==> config.mk <==
export PLATFORM = sky130hd
export DESIGN_NAME = dser_top
export DESIGN_NICKNAME = d
export VERILOG_FILES = /design/src/rtl/dser_pkg.sv /design/src/rtl/dser_sync.sv /design/src/rtl/dser_debounce.sv /design/src/rtl/dser_shifter.sv /design/src/rtl/dser_top.sv
export SDC_FILE = /design/constraint.sdc
export NUM_CORES = 1
export LEC_CHECK = 0
export BUFFER_PORTS_ARGS = -buffer_cell sky130_fd_sc_hd__buf_2
export CAP_MARGIN = 20
export CORE_AREA = 10 10 147 149
export DETAILED_ROUTE_END_ITERATION = 7
export DIE_AREA = 0 0 157 159
export PLACE_DENSITY = 0.75
export SLEW_MARGIN = 0
export SYNTH_ARGS = -nofsm -noshare
export SYNTH_HDL_FRONTEND = slang
export SYNTH_HIERARCHICAL = 1
export SYNTH_SLANG_ARGS = --single-unit
==> constraint.sdc <==
create_clock -name clk -period 4.47 [get_ports clk]
set_input_delay 0.447 -clock clk [delete_from_list [all_inputs] [get_ports clk]]
set_output_delay 0.447 -clock clk [all_outputs]
set_load 0.005 [all_outputs]
==> src/rtl/dser_pkg.sv <==
package dser_pkg;

    localparam int NCH = 8;
    localparam int CRC_W = 5;
    localparam logic [CRC_W-1:0] CRC_POLY = 5'b10101;

    typedef enum logic [1:0] {
        FLT_NONE  = 2'b00,
        FLT_SHORT = 2'b01,
        FLT_MED   = 2'b10,
        FLT_LONG  = 2'b11
    } flt_sel_e;

    // Serial CRC over one byte, MSB first, zero seed.
    function automatic logic [CRC_W-1:0] crc5_byte(input logic [NCH-1:0] data);
        logic [CRC_W-1:0] c;
        logic             fb;
        c = '0;
        for (int i = NCH - 1; i >= 0; i--) begin
            fb = c[CRC_W-1] ^ data[i];
            c  = {c[CRC_W-2:0], 1'b0} ^ (fb ? CRC_POLY : '0);
        end
        return c;
    endfunction

endpackage

==> src/rtl/dser_sync.sv <==
module dser_sync #(
    parameter int              W   = 1,
    parameter logic [W-1:0]    RST = '0
) (
    input  logic         clk,
    input  logic         rst_n,
    input  logic [W-1:0] d,
    output logic [W-1:0] q
);
    typedef struct packed {
        logic [W-1:0] s1;
        logic [W-1:0] s2;
    } st_t;

    st_t st_d, st_q;

    always_comb begin
        st_d    = st_q;
        st_d.s1 = d;
        st_d.s2 = st_q.s1;
    end

    always_ff @(posedge clk or negedge rst_n) begin
        if (!rst_n) begin
            st_q.s1 <= RST;
            st_q.s2 <= RST;
        end else begin
            st_q <= st_d;
        end
    end

    assign q = st_q.s2;
endmodule

==> src/rtl/dser_debounce.sv <==
module dser_debounce #(
    parameter int CW = 12
) (
    input  logic          clk,
    input  logic          rst_n,
    input  logic          raw,
    input  logic [CW-1:0] limit,
    output logic          filt
);
    typedef struct packed {
        logic [CW-1:0] cnt;
        logic          out;
    } st_t;

    st_t          st_d, st_q;
    logic [CW:0]  cnt_nxt;

    always_comb begin
        st_d    = st_q;
        cnt_nxt = {1'b0, st_q.cnt} + {{CW{1'b0}}, 1'b1};
        if (raw == st_q.out) begin
            st_d.cnt = '0;
        end else if (cnt_nxt >= {1'b0, limit}) begin
            st_d.out = raw;
            st_d.cnt = '0;
        end else begin
            st_d.cnt = cnt_nxt[CW-1:0];
        end
    end

    always_ff @(posedge clk or negedge rst_n) begin
        if (!rst_n) begin
            st_q <= '0;
        end else begin
            st_q <= st_d;
        end
    end

    assign filt = st_q.out;
endmodule

==> src/rtl/dser_shifter.sv <==
module dser_shifter #(
    parameter int NCH = 8,
    localparam int WW = 2 * NCH
) (
    input  logic           clk,
    input  logic           rst_n,
    input  logic           cs_n_s,
    input  logic           sclk_s,
    input  logic           sdi_s,
    input  logic           wide_in,
    input  logic [NCH-1:0] data_in,
    input  logic [NCH-1:0] status_in,
    output logic           sdo,
    output logic           load_evt,
    output logic           shift_evt,
    output logic           wide_lat,
    output logic [WW-1:0]  sr_word
);
    typedef struct packed {
        logic          cs_prev;
        logic          sclk_prev;
        logic          sdi_hold;
        logic          wide;
        logic [WW-1:0] sr;
    } st_t;

    st_t  st_d, st_q;
    logic rise_evt;

    always_comb begin
        st_d          = st_q;
        st_d.cs_prev  = cs_n_s;
        st_d.sclk_prev = sclk_s;
        load_evt      = st_q.cs_prev & ~cs_n_s;
        rise_evt      = ~load_evt & ~cs_n_s & ~st_q.sclk_prev & sclk_s;
        shift_evt     = ~load_evt & ~cs_n_s & st_q.sclk_prev & ~sclk_s;
        if (load_evt) begin
            st_d.wide = wide_in;
            st_d.sr   = wide_in ? {data_in, status_in} : {{NCH{1'b0}}, data_in};
        end else begin
            if (rise_evt) begin
                st_d.sdi_hold = sdi_s;
            end
            if (shift_evt) begin
                st_d.sr = {st_q.sr[WW-2:0], st_q.sdi_hold};
            end
        end
    end

    always_ff @(posedge clk or negedge rst_n) begin
        if (!rst_n) begin
            st_q.cs_prev   <= 1'b1;
            st_q.sclk_prev <= 1'b0;
            st_q.sdi_hold  <= 1'b0;
            st_q.wide      <= 1'b0;
            st_q.sr        <= '0;
        end else begin
            st_q <= st_d;
        end
    end

    assign sdo      = st_q.wide ? st_q.sr[WW-1] : st_q.sr[NCH-1];
    assign wide_lat = st_q.wide;
    assign sr_word  = st_q.sr;
endmodule

==> src/rtl/dser_top.sv <==
module dser_top
    import dser_pkg::*;
#(
    parameter int TICKS_SHORT = 25,
    parameter int TICKS_MED   = 750,
    parameter int TICKS_LONG  = 3000
) (
    input  logic       clk,
    input  logic       rst_n,
    input  logic [7:0] in_pins,
    input  logic [1:0] flt_sel,
    input  logic       word_wide,
    input  logic       ot_alarm,
    input  logic       uv_alarm_n,
    input  logic       uv_warn_n,
    input  logic       cs_n,
    input  logic       sclk,
    input  logic       sdi,
    output logic       sdo
);
    localparam int CW   = $clog2(TICKS_LONG + 1);
    localparam int WW   = 2 * NCH;
    localparam int SW   = NCH + 9;
    localparam logic [SW-1:0] SYNC_RST = {1'b1, {(SW-1){1'b0}}};

    logic [SW-1:0]  sync_in, sync_out;
    logic           cs_n_s, sclk_s, sdi_s, wide_s, ot_s, uva_s, uvw_s;
    logic [1:0]     sel_s;
    logic [NCH-1:0] din_s;
    logic [NCH-1:0] filt;
    logic [CW-1:0]  limit;
    logic [NCH-1:0] status_byte;
    logic           load_evt, shift_evt, wide_lat;
    logic [WW-1:0]  sr_word;

    assign sync_in = {cs_n, sclk, sdi, word_wide, ot_alarm, uv_alarm_n,
                      uv_warn_n, flt_sel, in_pins};

    dser_sync #(.W(SW), .RST(SYNC_RST)) u_sync (
        .clk   (clk),
        .rst_n (rst_n),
        .d     (sync_in),
        .q     (sync_out)
    );

    assign {cs_n_s, sclk_s, sdi_s, wide_s, ot_s, uva_s, uvw_s, sel_s, din_s} = sync_out;

    always_comb begin
        unique case (flt_sel_e'(sel_s))
            FLT_NONE:  limit = CW'(1);
            FLT_SHORT: limit = CW'(TICKS_SHORT);
            FLT_MED:   limit = CW'(TICKS_MED);
            default:   limit = CW'(TICKS_LONG);
        endcase
    end

    for (genvar g = 0; g < NCH; g++) begin : g_chan
        dser_debounce #(.CW(CW)) u_db (
            .clk   (clk),
            .rst_n (rst_n),
            .raw   (din_s[g]),
            .limit (limit),
            .filt  (filt[g])
        );
    end

    assign status_byte = {crc5_byte(filt), uva_s, ot_s, uvw_s};

    dser_shifter #(.NCH(NCH)) u_shift (
        .clk       (clk),
        .rst_n     (rst_n),
        .cs_n_s    (cs_n_s),
        .sclk_s    (sclk_s),
        .sdi_s     (sdi_s),
        .wide_in   (wide_s),
        .data_in   (filt),
        .status_in (status_byte),
        .sdo       (sdo),
        .load_evt  (load_evt),
        .shift_evt (shift_evt),
        .wide_lat  (wide_lat),
        .sr_word   (sr_word)
    );
endmodule

==> Word level (Yosys, flattened, before mapping) <==
Index checks and enable logic that the tools add are counted.
{ "totals": {"reg_bits": 158, "output_inout_bits": 1, "in_bits": 19, "word_cells": 121} }
{ "op_classes": {"n_eq_ne": 10, "n_reduce_logical": 11, "n_addsub": 8, "bitwise": 32, "muxes": 29, "order_cmp": 8} }
{ "ops": {"columns": ["cell", "n"], "rows": [
  ["two-way mux 12 bit", 16],
  ["adder 12 x 1 -> 13 bit (second input constant)", 8],
  ["greater-or-equal comparator 13 x 12 -> 1 bit", 8],
  ["two-way mux 16 bit", 3],
  ["two-way mux 5 bit", 8],
  ["one-hot mux 12 bit (3 select lines)", 1],
  ["bitwise XOR 5 bit", 7],
  ["AND reduction 2 bit", 9],
  ["inverter 1 bit", 12],
  ["== test 1 bit", 8],
  ["bitwise XOR 1 bit", 7],
  ["bitwise AND 1 bit", 6],
  ["== test 2 x 1 -> 1 bit (second input constant)", 1],
  ["== test 2 bit (second input constant)", 1],
  ["zero test 2 bit", 1],
  ["nonzero test 2 bit", 1],
  ["two-way mux 1 bit", 1]
]} }

==> Logic depth before layout (Yosys ltp) <==
{ "logic_depth": {"ltp_word": 24, "mapped_depth": 11, "mapped_depth_nobuf": 10} }

==> Hierarchy <==
Netlist, hierarchy kept.
{ "by_module_without_submodules": {"columns": ["mod", "area_per_inst_um2", "seq_area_each_um2", "n_inst", "cells_per_inst"], "rows": [
  ["dser_debounce at g_chan[2].u_db ...", 963.4, 325.3, 4, 101],
  ["dser_debounce at g_chan[0].u_db ...", 996.0, 325.3, 3, 103],
  ["dser_shifter", 1194.9, 501.7, 1, 104],
  ["dser_debounce at g_chan[1].u_db", 974.7, 325.3, 1, 100],
  ["dser_sync", 853.3, 853.3, 1, 34],
  ["dser_top", 190.2, 0.0, 1, 18]
]} }

==> Worst setup path before layout <==
OpenSTA, ideal clock, no wires.
{ "synth_timing": {"kind": "register to register", "from": "register u_sync.st_q (netlist bit u_sync/q[9])", "to": "register g_chan[1].u_db/st_q[4] (netlist name)", "path_buffers": 1, "period_less_slack_ns": 2.926, "setup_slack_ns": 1.544, "setup_time_ns": 0.069, "arrival_time_ns": 2.858, "stages_incl_launch_ff": 11, "required_ns": 4.401, "path_cell_list": "dfrtp_1 > inv_1 > nor2_1 > inv_1 > ha_1 > and4_1 > nand4_1 > a31oi_1 > or4b_4 > buf_6 > nor2b_2"} }
{ "synth_rtl": {"columns": ["element", "line_no", "source"], "rows": [
  ["start: declaration", "dser_sync.sv:15", "st_t st_d, st_q;"],
  ["start signal: assignment", "dser_sync.sv:28", "st_q <= st_d;"],
  ["end signal: assignment", "dser_debounce.sv:35", "st_q <= st_d;"],
  ["end: declaration", "dser_debounce.sv:15", "st_t st_d, st_q;"]
]} }

==> out/qor.yml <==
outcome: "completed"
cts_root_buf: "clkbuf_16"
finalPower_mw: 4.09
numClockSinks: 158
die_h_microns: 159
core_area_sq_mm: 0.0186
grt_pass1_wl_microns: 32900
avgRoutedWirePerCell_microns: 15.4
cts_buffers: 17
dieWidth_microns: 157
placed_cells: 1202
regArea_sq_mm: 0.00396
max_freq_ghz: 0.308
synthToLayoutAreaGrowth_pct: 9.80
p_leak_nw: 5.59
clock_path_buffers: 2
startpoint_type: "flop"
cts_setup_buffers: 0
instances_no_fill: 1234
clkPwrFrac_pct: 38.5
clkSlewWorstSetupHoldPaths_ps: 70
cts_max_level: 4
yosys_warnings: 6
nNetsFinal: 1110
peakVddDrop_uv: 252
maxCapViolations: 0
layout-drive-gt1-share_pct: 15.8
syn_avg_cell_area_sq_um: 10.4
vias: 6607
cts.repair.resized: 0
first_pass_iters: 4
diodes: 0
path_max_fanout: 16
p_per_area_mw_per_mm2: 375
setup_viol: 0
first_global_vias: 6935
holdWs_ps: 52.0
gp_congestion: 0.827
grt-ovfl-total: 0
cts-hold-fix-buffers: 0
finalHoldViolations: 0
period_share_pct: 72.6
netlist_instances: 953
max_slew_margin_pct: 45.1
fill_cells: 1520
wl_microns: 19000
drc: 0
die_area_sq_mm: 0.0250
hp-class: "input pin to asynchronous set/reset pin"
fin_crit_ps: 3250
insertion_delay_ps: 430
power_frac_seq_pct: 41.7
grt_util_all_layers_pct: 16.0
ant_nets: 0
ios: 20
via_per_inst: 5.35
grt_max_degree: 78
rows: 50
rsz0062_at_grt: "false"
multi_input_area_sq_mm: 0.00549
fin_setup_tns_ps: 0
syn-cell-area_sq_mm: 0.00993
endpoint_kind: "flop"
comb_power_share_pct: 19.8
dp_hpwl_microns: 13600
required_ps: 4820
drv_slew: 0
switching_share_pct: 29.0
antenna_found_initial: 0
cts_tree: "done"
internal-power_mw: 2.90
tightest_slew_ps: 823
initial_core_util_pct: 53.5
skew_ps: 9.86
cp_data_arrival_time_ps: 3600
portBuffers: 19
power.switching_mw: 1.19
drt-initial-drc-count: 343
critPathKind: "flop to flop"
flip-flops by register name, summed over array words and instances (netlist names):
name	flops
g_chan.u_db/filt	8
u_shift/wide_lat	1
u_shift/sr_word	16
u_sync/st_d	17
g_chan.u_db/st_q	96
u_shift/st_q	3
u_sync/q	17
per-layer routing:
layer	global-route usage, %	share of wire, %
met5	0	0
met4	3.86	1.0
met3	3.53	2.6
met2	27.7	50
met1	19.6	46
worst paths after layout:
path | from | endpoint | slack [ps] | cells past startpoint
worst max-delay path | u_sync/q[8] | g_chan[1].u_db/st_q[6] | 1220 | 8
worst min-delay path | rst_n | g_chan[5].u_db/st_q[7] | 50 | 1
worst max register to register | u_sync/q[8] | g_chan[1].u_db/st_q[6] | 1220 | 8
worst min register to register | u_sync/st_d[12] | u_sync/q[12] | 350 | 0
max in group asynchronous | rst_n | g_chan[6].u_db/filt | 3410 | 2
min in group clk | cs_n | u_sync/st_d[16] | 110 | 1
placed cells by master (no fill, tap or decap), types with 8 or more instances in the layout:
cell and instances:
inv_1 104, nor2b_1 46, dfrtp_1 155, and2_1 9, clkbuf_16 17, nand2_1 55, nor2b_2 32, nand4_1 25
nor2_1 29, a21o_1 14, and4b_1 12, nor2_2 9, xnor2_1 41, a21oi_1 27, buf_2 18, nor3_1 28
nand3_1 42, ha_1 104, a31oi_1 9, a221o_1 8, conb_1 8, xor2_1 49, o21ai_0 15, mux2i_1 16
metrics by stage:
stage | setup slack [ps] | utilization, % | cell area, sq um
floorplan | 1540 | - | 9960
global placement | 1230 | 55.2 | 10300
detailed placement | 1170 | 55.2 | 10300
CTS | 1160 | 58.7 | 10900
finish | 1220 | 58.7 | 10900
global route | 928 | 58.7 | 10900
worst max-delay path: stages, from the launching register on:
cell     delay [ps]
dfrtp_1         700
and2_1          750
inv_1           100
ha_1            350
and4_1          210
nand4_1         100
a31oi_1         140
or4b_4          670
nor2b_2         150
power groups by stage:
stage	Clock (mW)	Sequential [mW]	Combinational, mW
after floorplan	0	1.68	0.648
after global placement	0	1.72	0.784
after detailed placement	0	1.73	0.806
after CTS	1.60	1.70	0.816
after global routing	1.67	1.72	0.927
final	1.57	1.70	0.810
final cells by class:
| cell class | instances | area share, % |
|---|---|---|
| inverter | 105 | 3.61 |
| tap | 234 | 2.68 |
| clock buffer | 18 | 4.03 |
| timing repair buffer | 23 | 1.20 |
| sequential | 158 | 36.3 |
| clock inverter | 14 | 1.88 |
| multi-input combinational | 682 | 50.3 |
Power figures use the tool's default switching activity.
